$ cat src/rtl/pdt_pkg.sv
package pdt_pkg;

  // number of trailer bytes carrying the big-endian bit count
  localparam int TRAIL_BYTES = 8;
  // marker byte opening the padding
  localparam logic [7:0] PAD_MARK = 8'h80;

  typedef enum logic [2:0] {
    ST_IDLE,
    ST_TRAIL,
    ST_TLAST,
    ST_EVAL,
    ST_MARK
  } pdt_state_e;

endpackage

$ cat src/rtl/pdt_accum.sv
module pdt_accum #(
  parameter int W = 32
) (
  input  logic         clk,
  input  logic         rst_n,
  input  logic         add_en,
  input  logic [W-1:0] add_len,
  input  logic         clr_en,
  input  logic         zero_en,
  output logic [W-1:0] total_o
);
  logic [W-1:0] base;

  assign base = clr_en ? '0 : total_o;

  always_ff @(posedge clk or negedge rst_n) begin
    if (!rst_n)       total_o <= '0;
    else if (zero_en) total_o <= '0;
    else if (add_en)  total_o <= base + add_len;
    else if (clr_en)  total_o <= '0;
  end
endmodule

$ cat src/rtl/pdt_trailer.sv
module pdt_trailer #(
  parameter int NB = 8
) (
  input  logic            clk,
  input  logic            rst_n,
  input  logic            cap_en,
  input  logic [7:0]      byte_i,
  output logic [8*NB-1:0] trailer_o
);
  // bytes arrive most significant first, so shift toward the top
  always_ff @(posedge clk or negedge rst_n) begin
    if (!rst_n)      trailer_o <= '0;
    else if (cap_en) trailer_o <= {trailer_o[8*NB-9:0], byte_i};
  end
endmodule

$ cat src/rtl/pdt_locate.sv
module pdt_locate #(
  parameter int LEN_W = 32
) (
  input  logic [LEN_W-1:0] len_i,
  input  logic [LEN_W-1:0] total_i,
  input  logic [63:0]      trailer_i,
  output logic             ok_o,
  output logic [LEN_W-1:0] off_o
);
  // bit count -> byte count, remainder dropped
  function automatic logic [63:0] claim_bytes(input logic [63:0] bits);
    return bits >> 3;
  endfunction

  // padding size; valid only when claim <= total
  function automatic logic [LEN_W-1:0] pad_size(input logic [LEN_W-1:0] tot,
                                                input logic [63:0] claim);
    return tot - claim[LEN_W-1:0];
  endfunction

  logic [63:0]      claim;
  logic             claim_fits;
  logic [LEN_W-1:0] pad;
  logic             pad_in_buf;

  assign claim      = claim_bytes(trailer_i);
  assign claim_fits = claim <= 64'(total_i);
  assign pad        = pad_size(total_i, claim);
  assign pad_in_buf = (pad != '0) && (pad <= len_i);
  assign ok_o       = claim_fits && pad_in_buf;
  assign off_o      = len_i - pad;
endmodule

$ cat src/rtl/pad_trailer_detect.sv
module pad_trailer_detect #(
  parameter int LEN_W = 32
) (
  input  logic             clk,
  input  logic             rst_n,
  input  logic             msg_clear_i,
  input  logic             req_start_i,
  input  logic [LEN_W-1:0] req_len_i,
  output logic             busy_o,
  output logic             rd_en_o,
  output logic [LEN_W-1:0] rd_addr_o,
  input  logic [7:0]       rd_data_i,
  output logic             res_valid_o,
  output logic             res_final_o,
  output logic [LEN_W-1:0] res_off_o
);
  import pdt_pkg::*;

  localparam int NB    = TRAIL_BYTES;
  localparam int IDX_W = $clog2(NB);
  localparam logic [IDX_W-1:0] IDX_LAST = IDX_W'(NB - 1);
  localparam logic [LEN_W-1:0] NB_LEN   = LEN_W'(NB);

  pdt_state_e       st_q;
  logic [IDX_W-1:0] idx_q;
  logic [LEN_W-1:0] len_q;
  logic             short_q;
  logic             trail_pend_q;
  logic [LEN_W-1:0] off_q;
  logic             res_valid_q;
  logic             res_final_q;
  logic [LEN_W-1:0] res_off_q;

  // named internal events
  logic             start_acc;
  logic             clr_acc;
  logic             mark_hit;
  logic             final_ev;
  logic [LEN_W-1:0] total;
  logic [8*NB-1:0]  trailer;
  logic             loc_ok;
  logic [LEN_W-1:0] loc_off;

  assign start_acc = (st_q == ST_IDLE) && req_start_i;
  assign clr_acc   = (st_q == ST_IDLE) && msg_clear_i;
  assign mark_hit  = (st_q == ST_MARK) && (rd_data_i == PAD_MARK);
  assign final_ev  = mark_hit;

  pdt_accum #(.W(LEN_W)) u_accum (
    .clk     (clk),
    .rst_n   (rst_n),
    .add_en  (start_acc),
    .add_len (req_len_i),
    .clr_en  (clr_acc),
    .zero_en (final_ev),
    .total_o (total)
  );

  pdt_trailer #(.NB(NB)) u_trailer (
    .clk       (clk),
    .rst_n     (rst_n),
    .cap_en    (trail_pend_q),
    .byte_i    (rd_data_i),
    .trailer_o (trailer)
  );

  pdt_locate #(.LEN_W(LEN_W)) u_locate (
    .len_i     (len_q),
    .total_i   (total),
    .trailer_i (trailer),
    .ok_o      (loc_ok),
    .off_o     (loc_off)
  );

  always_comb begin
    rd_en_o   = 1'b0;
    rd_addr_o = '0;
    case (st_q)
      ST_TRAIL: begin
        rd_en_o   = 1'b1;
        rd_addr_o = len_q - NB_LEN + LEN_W'(idx_q);
      end
      ST_EVAL: begin
        if (!short_q && loc_ok) begin
          rd_en_o   = 1'b1;
          rd_addr_o = loc_off;
        end
      end
      default: ;
    endcase
  end

  always_ff @(posedge clk or negedge rst_n) begin
    if (!rst_n) begin
      st_q         <= ST_IDLE;
      idx_q        <= '0;
      len_q        <= '0;
      short_q      <= 1'b0;
      trail_pend_q <= 1'b0;
      off_q        <= '0;
      res_valid_q  <= 1'b0;
      res_final_q  <= 1'b0;
      res_off_q    <= '0;
    end else begin
      res_valid_q  <= 1'b0;
      trail_pend_q <= (st_q == ST_TRAIL);
      case (st_q)
        ST_IDLE: begin
          if (start_acc) begin
            len_q   <= req_len_i;
            short_q <= req_len_i < NB_LEN;
            idx_q   <= '0;
            st_q    <= (req_len_i < NB_LEN) ? ST_EVAL : ST_TRAIL;
          end
        end
        ST_TRAIL: begin
          idx_q <= idx_q + 1'b1;
          if (idx_q == IDX_LAST) st_q <= ST_TLAST;
        end
        ST_TLAST: st_q <= ST_EVAL;
        ST_EVAL: begin
          if (short_q || !loc_ok) begin
            res_valid_q <= 1'b1;
            res_final_q <= 1'b0;
            res_off_q   <= '0;
            st_q        <= ST_IDLE;
          end else begin
            off_q <= loc_off;
            st_q  <= ST_MARK;
          end
        end
        ST_MARK: begin
          res_valid_q <= 1'b1;
          res_final_q <= mark_hit;
          res_off_q   <= mark_hit ? off_q : '0;
          st_q        <= ST_IDLE;
        end
        default: st_q <= ST_IDLE;
      endcase
    end
  end

  assign busy_o      = (st_q != ST_IDLE);
  assign res_valid_o = res_valid_q;
  assign res_final_o = res_valid_q && res_final_q;
  assign res_off_o   = res_off_q;

  // an accepted start makes the block busy
  assert_start_busy_R2: assert property (@(posedge clk) disable iff (!rst_n)
    req_start_i && !busy_o |=> busy_o);

  // the result strobe never lasts two cycles
  assert_single_pulse_R8: assert property (@(posedge clk) disable iff (!rst_n)
    res_valid_o |=> !res_valid_o);

  // a final offset lies inside the buffer
  assert_off_in_buf_R6: assert property (@(posedge clk) disable iff (!rst_n)
    res_final_o |-> res_off_o < len_q);

  // a final result leaves the running total at zero
  assert_final_total_zero_R9: assert property (@(posedge clk) disable iff (!rst_n)
    res_final_o |-> total == '0);

  // reads never leave the request buffer
  assert_rd_in_buf_R12: assert property (@(posedge clk) disable iff (!rst_n)
    rd_en_o |-> rd_addr_o < len_q);

  // a short request issues no read
  assert_short_quiet_R11: assert property (@(posedge clk) disable iff (!rst_n)
    busy_o && short_q |-> !rd_en_o);
endmodule

$ cat config.mk
export PLATFORM = sky130hd
export DESIGN_NAME = pad_trailer_detect
export DESIGN_NICKNAME = d
export VERILOG_FILES = /design/src/rtl/pdt_pkg.sv /design/src/rtl/pdt_accum.sv /design/src/rtl/pdt_trailer.sv /design/src/rtl/pdt_locate.sv /design/src/rtl/pad_trailer_detect.sv
export SDC_FILE = /design/constraint.sdc
export NUM_CORES = 1
export LEC_CHECK = 0
export BUFFER_PORTS_ARGS = -buffer_cell sky130_fd_sc_hd__clkbuf_2
export CAP_MARGIN = 30
export CORE_ASPECT_RATIO = 0.7
export CORE_UTILIZATION = 55
export CTS_CLUSTER_SIZE = 40
export DETAILED_ROUTE_END_ITERATION = 8
export PLACE_DENSITY_LB_ADDON = 0.2
export SYNTH_ARGS = -nofsm -noshare
export SYNTH_HDL_FRONTEND = slang
export SYNTH_SLANG_ARGS = --single-unit
$ cat constraint.sdc
create_clock -name clk -period 15.2 [get_ports clk]
set_input_delay 0 -clock clk [delete_from_list [all_inputs] [get_ports clk]]
set_output_delay 0 -clock clk [all_outputs]
set_load 0.02 [all_outputs]
==> flow_summary.json, run 1 <==
{
  "ctsResizeCount": 0,
  "port_buffers": 111,
  "rsz0062_at_grt": "false",
  "cp.required_ns": 15.20,
  "fin_crit_sh_pct": 44.82,
  "synth_seq_area_share_pct": 34.10,
  "max_freq_mhz": 146.8,
  "final_common_cell": "nand2_1",
  "ys_ff_latch": 202,
  "dieWidth_microns": 198.2,
  "synthesis.nets": 1907,
  "die_h_microns": 139.4,
  "vias": 13510,
  "layout-drive-gt1-share_pct": 12.08,
  "die_area_sq_um": 27620,
  "critPathCaptureType": "output pin",
  "synth.area.top_cells": "dfrtp_1 34%, ha_1 11%, nand2_1 6.4%",
  "avgSynthCellArea_sq_um": 8.568,
  "synth_ff_type": "dfrtp_1",
  "synth_async_sr_flop_share_pct": 100.0,
  "grtUsageTotal_pct": 33.11,
  "syn_area_sq_um": 14820,
  "pin_count": 112,
  "slew_viol_final": 0,
  "syn_inst": 1730,
  "cap_violations": 0,
  "yosysWarnings": 0,
  "n_antenna_cell": 0,
  "fin_nets": 2026,
  "place_congestion": 0.9723,
  "outcome": "finished clean",
  "routed_via_density": 6.084,
  "wire_per_inst_microns": 20.43,
  "hold_viol": 0,
  "synth_top_cell_area_share_pct": 34.10,
  "r2r-start": "u_accum.total_o[0]",
  "clkTransAtPathRegs_ns": 0.07,
  "grt_pass1_wl_mm": 71.29,
  "fillers": 2231,
  "ctsRootBufferMaster": "clkbuf_16",
  "yosys.area.top_type": "dfrtp_1",
  "synth_edf_count": 0,
  "path_max_fanout": 36,
  "startpoint": "u_accum.total_o[0]",
  "finalSetupTns_ns": 0,
  "crit_type": "reg2out",
  "antenna_found_initial": 0,
  "fin_crit_ns": 6.812,
  "worstPathArrival_ns": 6.81,
  "routed_wl_mm": 45.36,
  "skew_ns": 0.01297,
  "cts_buffers": 21,
  "tritoncts": "built",
  "worst_pin_slew_ns": 0.9770,
  "clk-insertion-delay-late_ns": 0.53,
  "first_pass_iters": 8,
  "grt_pass1_vias": 13030,
  "cts.sink_count": 202,
  "overflow": 0,
  "place_hpwl_mm": 33.70,
  "ys_types": 83,
  "syn2layout_area_growth_pct": 12.63,
  "drtIter0Drc": 1227,
  "drcViolationCount": 0,
  "rows": 49,
  "initial_core_util_pct": 56.89,
  "layout_common_cells": "253 x nand2_1, 201 x dfrtp_1, 142 x a21oi_1",
  "h-tree-depth": 1,
  "startpoint_type": "flop",
  "grt_max_degree": 96,
  "ant_nets": 0,
  "clockBufferDepth": 3,
  "hp-class": "in2async",
  "setup_viol": 0,
  "core-area_sq_um": 26060,
  "slew-limit-headroom_pct": 34.43
}
-- stage by stage --
| stage | setup WS [ns] | util (%) | cell area (sq um) | std cells | hold WS [ns] |
|---|---|---|---|---|---|
| after global routing | 7.879 | 64.07 | 16690 | 2220 | 0.1540 |
| after detailed placement | 9.039 | 59.85 | 15600 | 2140 | 0.09174 |
| after floorplan | 10.22 | - | 14820 | 1730 | -0.2956 |
| after CTS | 8.464 | 63.97 | 16670 | 2219 | 0.1210 |
| after global placement | 9.270 | 59.82 | 15590 | 2139 | 0.08966 |
| final | 8.388 | 64.07 | 16690 | 2220 | 0.08800 |
-- logic make-up after synthesis --
family	Yosys count	share of synthesized area, %
simple gates	554	17.59
mux	54	3.933
compound gates	499	21.92
flops	202	34.10
xor+xnor	92	5.487
buf+inv	196	5.537
fa+ha+maj	133	11.43
-- final timing paths --
path | endpoint | slack [ns] | cells past startpoint
worst max-delay path | rd_addr_o[14] | 8.39 | 25
worst min-delay path | res_off_o[25] | 0.09 | 2
worst max register to register | off_q[31] | 9.01 | 24
worst min register to register | res_final_q | 0.48 | 1
max in group asynchronous | u_accum.total_o[16] | 13.98 | 3
min in group clk | u_trailer.trailer_o[7] | 0.24 | 4
-- what timing repair did --
action,in CTS,in global routing
hold endpoints to repair,126,0
hold buffers,42,0
setup buffers,0,0
-- flip-flops by register name, indices dropped and copies added, names as in the netlist --
signal               flops
trail_pend_q             1
st_q                     3
res_final_q              1
len_q                   32
u_trailer.trailer_o     64
short_q                  1
idx_q                    3
u_accum.total_o         32
res_off_o               32
off_q                   32
res_valid_o              1
-- critical path, stage by stage (launching register included) --
cell	delay, ns
dfrtp_1	0.39
inv_1	0.08
ha_1	0.17
inv_1	0.06
fa_1	0.40
a21o_1	0.21
a221oi_4	0.40
o221a_4	0.31
or4_4	0.16
nand3_2	0.07
a31o_2	0.27
a21oi_1	0.15
o21bai_1	0.09
xnor2_1	0.38
ha_1	0.33
a21oi_1	0.09
nor2b_1	0.11
o21ai_0	0.08
nand2b_1	0.11
a31oi_1	0.06
a2111oi_0	0.47
o21ai_0	0.22
a41oi_1	0.28
nand3_2	0.70
o21ai_0	0.45
clkbuf_2	0.22
-- area by class of cell --
cell class	instances	area [sq um]	area share, %
well taps	357	446.7	2.676
inverters	126	473.0	2.833
multi-input cells	1332	8965	53.70
flip-flops and latches	202	5056	30.29
clock inverters	9	60.06	0.3597
clock buffers	28	591.8	3.545
repair buffers	166	1102	6.603
-- routing by layer --
layer	up-vias	GRT usage, %	part of all wire, %
met2	567	49.16	43
met3	99	6.059	8.1
met5	-	0	0
li1	6342	-	-
met1	6499	48.17	46
met4	0	11.51	3.4
-- cells in the mapped netlist, types with 5 or more instances --
library cell,count
nor3_1,29
nor2_1,97
ha_1,129
and3_1,10
o21ai_0,127
a31oi_1,8
a22o_1,34
a211o_1,7
xnor2_1,47
o21a_1,25
and2_1,10
a211oi_1,11
nand2b_1,22
o2111ai_1,5
dfrtp_1,202
nand4_1,17
a21bo_2,7
clkbuf_1,40
nor2b_1,16
o21bai_1,13
or2_2,9
mux2i_1,20
xor2_1,44
and4_1,5
buf_1,6
nand2_1,254
a21oi_1,142
nor4_1,25
a2111oi_0,5
a21o_1,51
inv_1,126
buf_4,10
nand3_1,17
or3_1,13
buf_2,7
mux2_2,34
o211ai_1,9
or4_1,5
Power of run 1 is left out: the tool's default activity adds up to more than one toggle a clock period on the data nets, which glitch-free logic cannot reach.
==> run 2: changes to the inputs <==
==> constraint.sdc (replaced) <==
create_clock -name clk -period 6.8 [get_ports clk]
set_input_delay 0 -clock clk [delete_from_list [all_inputs] [get_ports clk]]
set_output_delay 0 -clock clk [all_outputs]
set_load 0.02 [all_outputs]
==> run 2 against run 1 <==
- flip-flop and latch count did not move
- global-route usage is 0.85 points lower
- die area stayed put
- first-iteration DRC count rose by 0.41%
- cell area up 0.61%
- core utilization is 0.39 points higher
==> flow_summary.json, run 2 (same netlist as run 1, synthesis figures left out) <==
{
  "grt_pass1_wl_mm": 70.24,
  "cp.required_ns": 6.80,
  "clkTransAtPathRegs_ns": 0.06,
  "fillers": 2217,
  "clockBufferDepth": 3,
  "h-tree-depth": 1,
  "layout-drive-gt1-share_pct": 12.21,
  "regArea_sq_um": 5056,
  "port_buffers": 111,
  "drcViolationCount": 0,
  "setup_viol": 0,
  "vias": 13420,
  "fin_crit_sh_pct": 94.47,
  "tritoncts": "built",
  "core-area_sq_um": 26060,
  "crit_type": "reg2out",
  "outcome": "finished clean",
  "drtIter0Drc": 1232,
  "finalSetupTns_ns": 0,
  "routed_via_density": 6.035,
  "startpoint_type": "flop",
  "cap_violations": 0,
  "rows": 49,
  "ant_nets": 0,
  "dieWidth_microns": 198.2,
  "grt_max_degree": 96,
  "initial_core_util_pct": 56.89,
  "clk-insertion-delay-late_ns": 0.54,
  "cts.sink_count": 202,
  "place_hpwl_mm": 33.34,
  "hp-class": "in2async",
  "die_h_microns": 139.4,
  "antenna_found_initial": 1,
  "rsz0062_at_grt": "false",
  "cts_buffers": 22,
  "regMostFlops": "u_trailer.trailer_o",
  "fin_nets": 2030,
  "layout_common_cells": "253 x nand2_1, 201 x dfrtp_1, 142 x a21oi_1",
  "slew_viol_final": 0,
  "path_max_fanout": 31,
  "ctsRootBufferMaster": "clkbuf_16",
  "ff2ff_path_depth": 21,
  "overflow": 0,
  "first_pass_iters": 6,
  "skew_ns": 0.01205,
  "die_area_sq_um": 27620,
  "grt_pass1_vias": 12830,
  "multiInputGateArea_sq_um": 8965,
  "n_antenna_cell": 0,
  "fin_crit_ns": 6.424,
  "worstPathArrival_ns": 6.42,
  "wire_per_inst_microns": 19.94,
  "routed_wl_mm": 44.35,
  "pin_count": 112,
  "place_congestion": 0.9672,
  "slew-limit-headroom_pct": 39.50,
  "syn2layout_area_growth_pct": 13.31,
  "final_common_cell": "nand2_1",
  "ctsResizeCount": 0,
  "largest_register_ffs": 64,
  "hold_viol": 0,
  "worst_pin_slew_ns": 0.9076,
  "grtUsageTotal_pct": 32.26,
  "max_freq_mhz": 155.7,
  "critPathCaptureType": "output pin"
}
[run 2: changes by cell type in the layout (fill, tap and decap cells not counted), sizes merged]
cell / previous run / this run
inv: 126 / 127
bufinv: 0 / 1
clkinv: 9 / 2
buf: 13 / 16
clkbuf: 139 / 143
clkinvlp: 0 / 2
[run 2: layout make-up]
type | count | area share [%]
well taps | 357 | 2.659
clock inverters | 6 | 0.4023
flip-flops and latches | 202 | 30.10
repair buffers | 169 | 6.719
clock buffers | 32 | 3.926
multi-input cells | 1332 | 53.37
inverters | 126 | 2.816
[run 2: repair_timing]
item	4_1_cts	5_1_grt
endpoints found under the hold margin	126	0
hold buffers	42	0
setup buffers	0	0
[run 2: critical path, cell delays in order, from the launching register on]
cell and delay, ns:
dfrtp_1 0.41, inv_1 0.06, ha_1 0.31, nor2b_1 0.15, o31a_1 0.32, o21a_1 0.23, o211ai_1 0.18, a21boi_0 0.15
nor2_1 0.25, inv_1 0.14, ha_1 0.35, o21ai_0 0.20, a2111oi_0 0.73, o21ai_0 0.37, a21oi_1 0.25, o31ai_1 0.09
a211oi_1 0.29, o2111ai_1 0.17, a41o_1 0.23, buf_4 0.24, or3b_1 0.46, nand2_1 0.09, clkbuf_2 0.17
[run 2: metal layers]
layer,global-route usage [%],routed length [microns],vias to the layer above
met3,4.799,2961,54
met2,49.10,19450,474
met4,7.630,991,0
met5,0,0,-
li1,-,-,6349
met1,47.98,20950,6544
[run 2: metrics by stage]
step	hold WS (ns)	area [sq um]	setup WS (ns)	std cells	util [%]
after global placement	0.08284	15610	1.283	2142	59.91
after global routing	0.1343	16800	0.03557	2224	64.46
after CTS	0.1014	16770	0.4866	2223	64.36
final	0.07197	16800	0.3758	2224	64.46
after detailed placement	0.08814	15620	1.060	2143	59.95
after floorplan	-0.2956	14820	1.821	1730	-
[run 2: worst paths after layout]
path,startpoint,endpoint,slack (ns)
hold reg to reg,u_trailer.trailer_o[2],u_trailer.trailer_o[10],0.48
max in group asynchronous,rst_n,u_trailer.trailer_o[59],5.36
hold / removal,rst_n,res_off_o[29],0.07
min in group clk,rd_data_i[7],u_trailer.trailer_o[7],0.23
setup / recovery,u_accum.total_o[1],rd_addr_o[28],0.38
setup reg to reg,u_accum.total_o[1],off_q[28],0.90
Power of run 2 is left out for the same reason.
==> run 3: changes to the inputs <==
--- a/config.mk
+++ b/config.mk
@@ -5,10 +5,11 @@
 export SDC_FILE = /design/constraint.sdc
 export NUM_CORES = 1
 export LEC_CHECK = 0
+export ABC_AREA = 1
 export BUFFER_PORTS_ARGS = -buffer_cell sky130_fd_sc_hd__clkbuf_2
 export CAP_MARGIN = 30
 export CORE_ASPECT_RATIO = 0.7
-export CORE_UTILIZATION = 55
+export CORE_UTILIZATION = 35
 export CTS_CLUSTER_SIZE = 40
 export DETAILED_ROUTE_END_ITERATION = 8
 export PLACE_DENSITY_LB_ADDON = 0.2
==> run 3 against run 2 <==
- die area up 68%
- flip-flop and latch count stayed put
- synthesized cell count increased by 35%
- worst hold slack worse by 0.0093 ns
- clock-buffer cell count is 2 higher
- clock skew up 0.0033 ns
- fmax is 14% higher
- register-to-register slack improved by 0.74 ns
- routed wire length up 26%
- worst setup slack improved by 0.81 ns
- cell area is 8.6% higher
- largest cell class unchanged
==> flow_summary.json, run 3 <==
{
  "outcome": "finished clean",
  "slew-limit-headroom_pct": 29.17,
  "synth_seq_area_share_pct": 31.79,
  "fillers": 4745,
  "largest_register_ffs": 64,
  "ant_nets": 0,
  "yosysWarnings": 0,
  "worstPathArrival_ns": 5.61,
  "routed_via_density": 5.039,
  "clk-insertion-delay-late_ns": 0.54,
  "routed_wl_mm": 55.81,
  "post-cts-setup-buffer-count": 0,
  "cap_violations": 0,
  "synthesis.nets": 2519,
  "syn2layout_area_growth_pct": 14.67,
  "hold_viol": 0,
  "avgSynthCellArea_sq_um": 6.790,
  "yosys.area.top_type": "dfrtp_1",
  "port_buffers": 111,
  "synth_async_sr_flop_share_pct": 100.0,
  "initial_core_util_pct": 35.91,
  "slew_viol_final": 0,
  "cts_buffers": 23,
  "synth_ff_type": "dfrtp_1",
  "fin_crit_ns": 5.614,
  "worst_pin_slew_ns": 1.051,
  "regMostFlops": "u_trailer.trailer_o",
  "vias": 15570,
  "grt_max_degree": 100,
  "ctsRootBufferMaster": "clkbuf_16",
  "place_hpwl_mm": 45.28,
  "max_freq_mhz": 178.1,
  "dieWidth_microns": 256.8,
  "grt_pass1_wl_mm": 86.77,
  "hp-class": "in2reg",
  "synth_common_cells": "697 x nand2_1, 353 x inv_1, 202 x dfrtp_1",
  "drtIter0Drc": 1318,
  "place_congestion": 0.9889,
  "grt_pass1_vias": 14800,
  "path_max_fanout": 25,
  "layout_common_cells": "697 x nand2_1, 352 x inv_1, 201 x dfrtp_1",
  "crit_type": "reg2out",
  "syn_inst": 2342,
  "syn_area_sq_um": 15900,
  "finalSetupTns_ns": 0,
  "h-tree-depth": 1,
  "final_common_cell": "nand2_1",
  "drcViolationCount": 0,
  "wire_per_inst_microns": 18.06,
  "rsz0062_at_grt": "false",
  "core-area_sq_um": 44280,
  "layout-drive-gt1-share_pct": 8.460,
  "synth_top_cell_area_share_pct": 31.79,
  "fin_nets": 2655,
  "fin_crit_sh_pct": 82.56,
  "setup_viol": 0,
  "tritoncts": "built",
  "clkTransAtPathRegs_ns": 0.06,
  "antenna_found_initial": 0,
  "rows": 64,
  "cp.required_ns": 6.80,
  "first_pass_iters": 5,
  "critPathCaptureType": "output pin",
  "yosysMostFrequentCell": "nand2_1",
  "cts.sink_count": 202,
  "grtUsageTotal_pct": 23.93,
  "skew_ns": 0.01539,
  "overflow": 0,
  "pin_count": 112,
  "synth_edf_count": 0,
  "die_h_microns": 180.3,
  "synth.area.top_cells": "dfrtp_1 32%, nand2_1 16%, ha_1 10%",
  "startpoint_type": "flop",
  "die_area_sq_um": 46300,
  "clockBufferDepth": 3,
  "ys_types": 55,
  "ys_ff_latch": 202
}
==> run 3: cell count changes after synthesis, sizes merged, moves of 34 or more <==
cell / delta
a21o: -47
inv: +237
nand2: +462
a22o: -34
nor2: +72
o21ai: +44
nand3: +133
==> run 3: through the flow <==
| stage | setup WS [ns] | util, % | cells | cell area, sq um | hold WS [ns] |
|---|---|---|---|---|---|
| after global routing | 0.6374 | 41.17 | 3088 | 18230 | 0.1274 |
| after floorplan | 3.190 | - | 2342 | 15900 | -0.2956 |
| final | 1.186 | 41.18 | 3090 | 18240 | 0.06268 |
| after global placement | 1.771 | 38.47 | 3003 | 17040 | 0.1492 |
| after detailed placement | 1.678 | 38.55 | 3005 | 17070 | 0.1516 |
| after CTS | 1.091 | 41.17 | 3088 | 18230 | 0.05496 |
==> run 3: final cells by class <==
| cell class | count | area, sq um | area share [%] |
|---|---|---|---|
| antenna | 2 | 5.005 | 0.02745 |
| clock buffer | 34 | 626.9 | 3.438 |
| clock inverter | 7 | 112.6 | 0.6175 |
| inverter | 364 | 1366 | 7.493 |
| multi-input combinational | 1721 | 9223 | 50.58 |
| sequential | 202 | 5059 | 27.74 |
| tap | 594 | 743.2 | 4.076 |
| timing repair buffer | 166 | 1100 | 6.031 |
==> run 3: cells by family (layout without fill, tap and decap cells) <==
family	after synthesis	in the layout	share of synthesized area, %
AO/OA/AOI/OAI	376	376	13.07
XOR/XNOR	67	67	3.738
adder cells (fa/ha/maj)	133	133	10.65
buffers and inverters	419	571	10.23
flip-flops	202	202	31.79
multiplexers	3	3	0.2124
other	0	2	0
AND/OR/NAND/NOR	1142	1142	30.31
==> run 3: timing repair <==
action | 4_1_cts | 5_1_grt
hold endpoints to repair | 141 | 0
hold buffers | 42 | 0
gates resized for setup | 0 | 0
==> run 3: layer usage <==
metal	up-vias	wire length [microns]	GRT usage, %
met2	374	22280	33.59
met4	0	1308	5.548
met5	-	0	0
met3	55	3754	4.444
li1	7810	-	-
met1	7330	28470	37.11
==> run 3: critical path, cell delays in order (launching register included) <==
cell and delay (ns):
dfrtp_1 0.41, inv_1 0.07, ha_1 0.13, inv_1 0.09, fa_1 0.47, nand3_1 0.14, nand3_1 0.17, nand2_1 0.13
nand2_1 0.10, nand2_1 0.09, nand2_1 0.10, nand2_1 0.09, nand2_1 0.08, xor2_1 0.29, inv_1 0.08, ha_1 0.20
a21oi_1 0.20, o21ai_0 0.13, inv_1 0.08, nor2_1 0.04, a2111oi_0 0.66, nand2_2 0.22, nand3_2 0.37, buf_4 0.34
or2_1 0.16, nand2_1 0.05, clkbuf_2 0.15
==> run 3: final timing paths <==
path,from,end,slack (ns),cells after the start
max in group asynchronous,rst_n,u_accum.total_o[6],5.42,3
hold / removal,msg_clear_i,u_accum.total_o[0],0.06,5
hold reg to reg,off_q[16],off_q[16],0.48,2
min in group asynchronous,rst_n,res_off_o[29],0.12,2
setup reg to reg,u_accum.total_o[0],res_off_o[21],1.64,25
setup / recovery,u_accum.total_o[0],rd_addr_o[1],1.19,26
Power of run 3 is left out for the same reason.
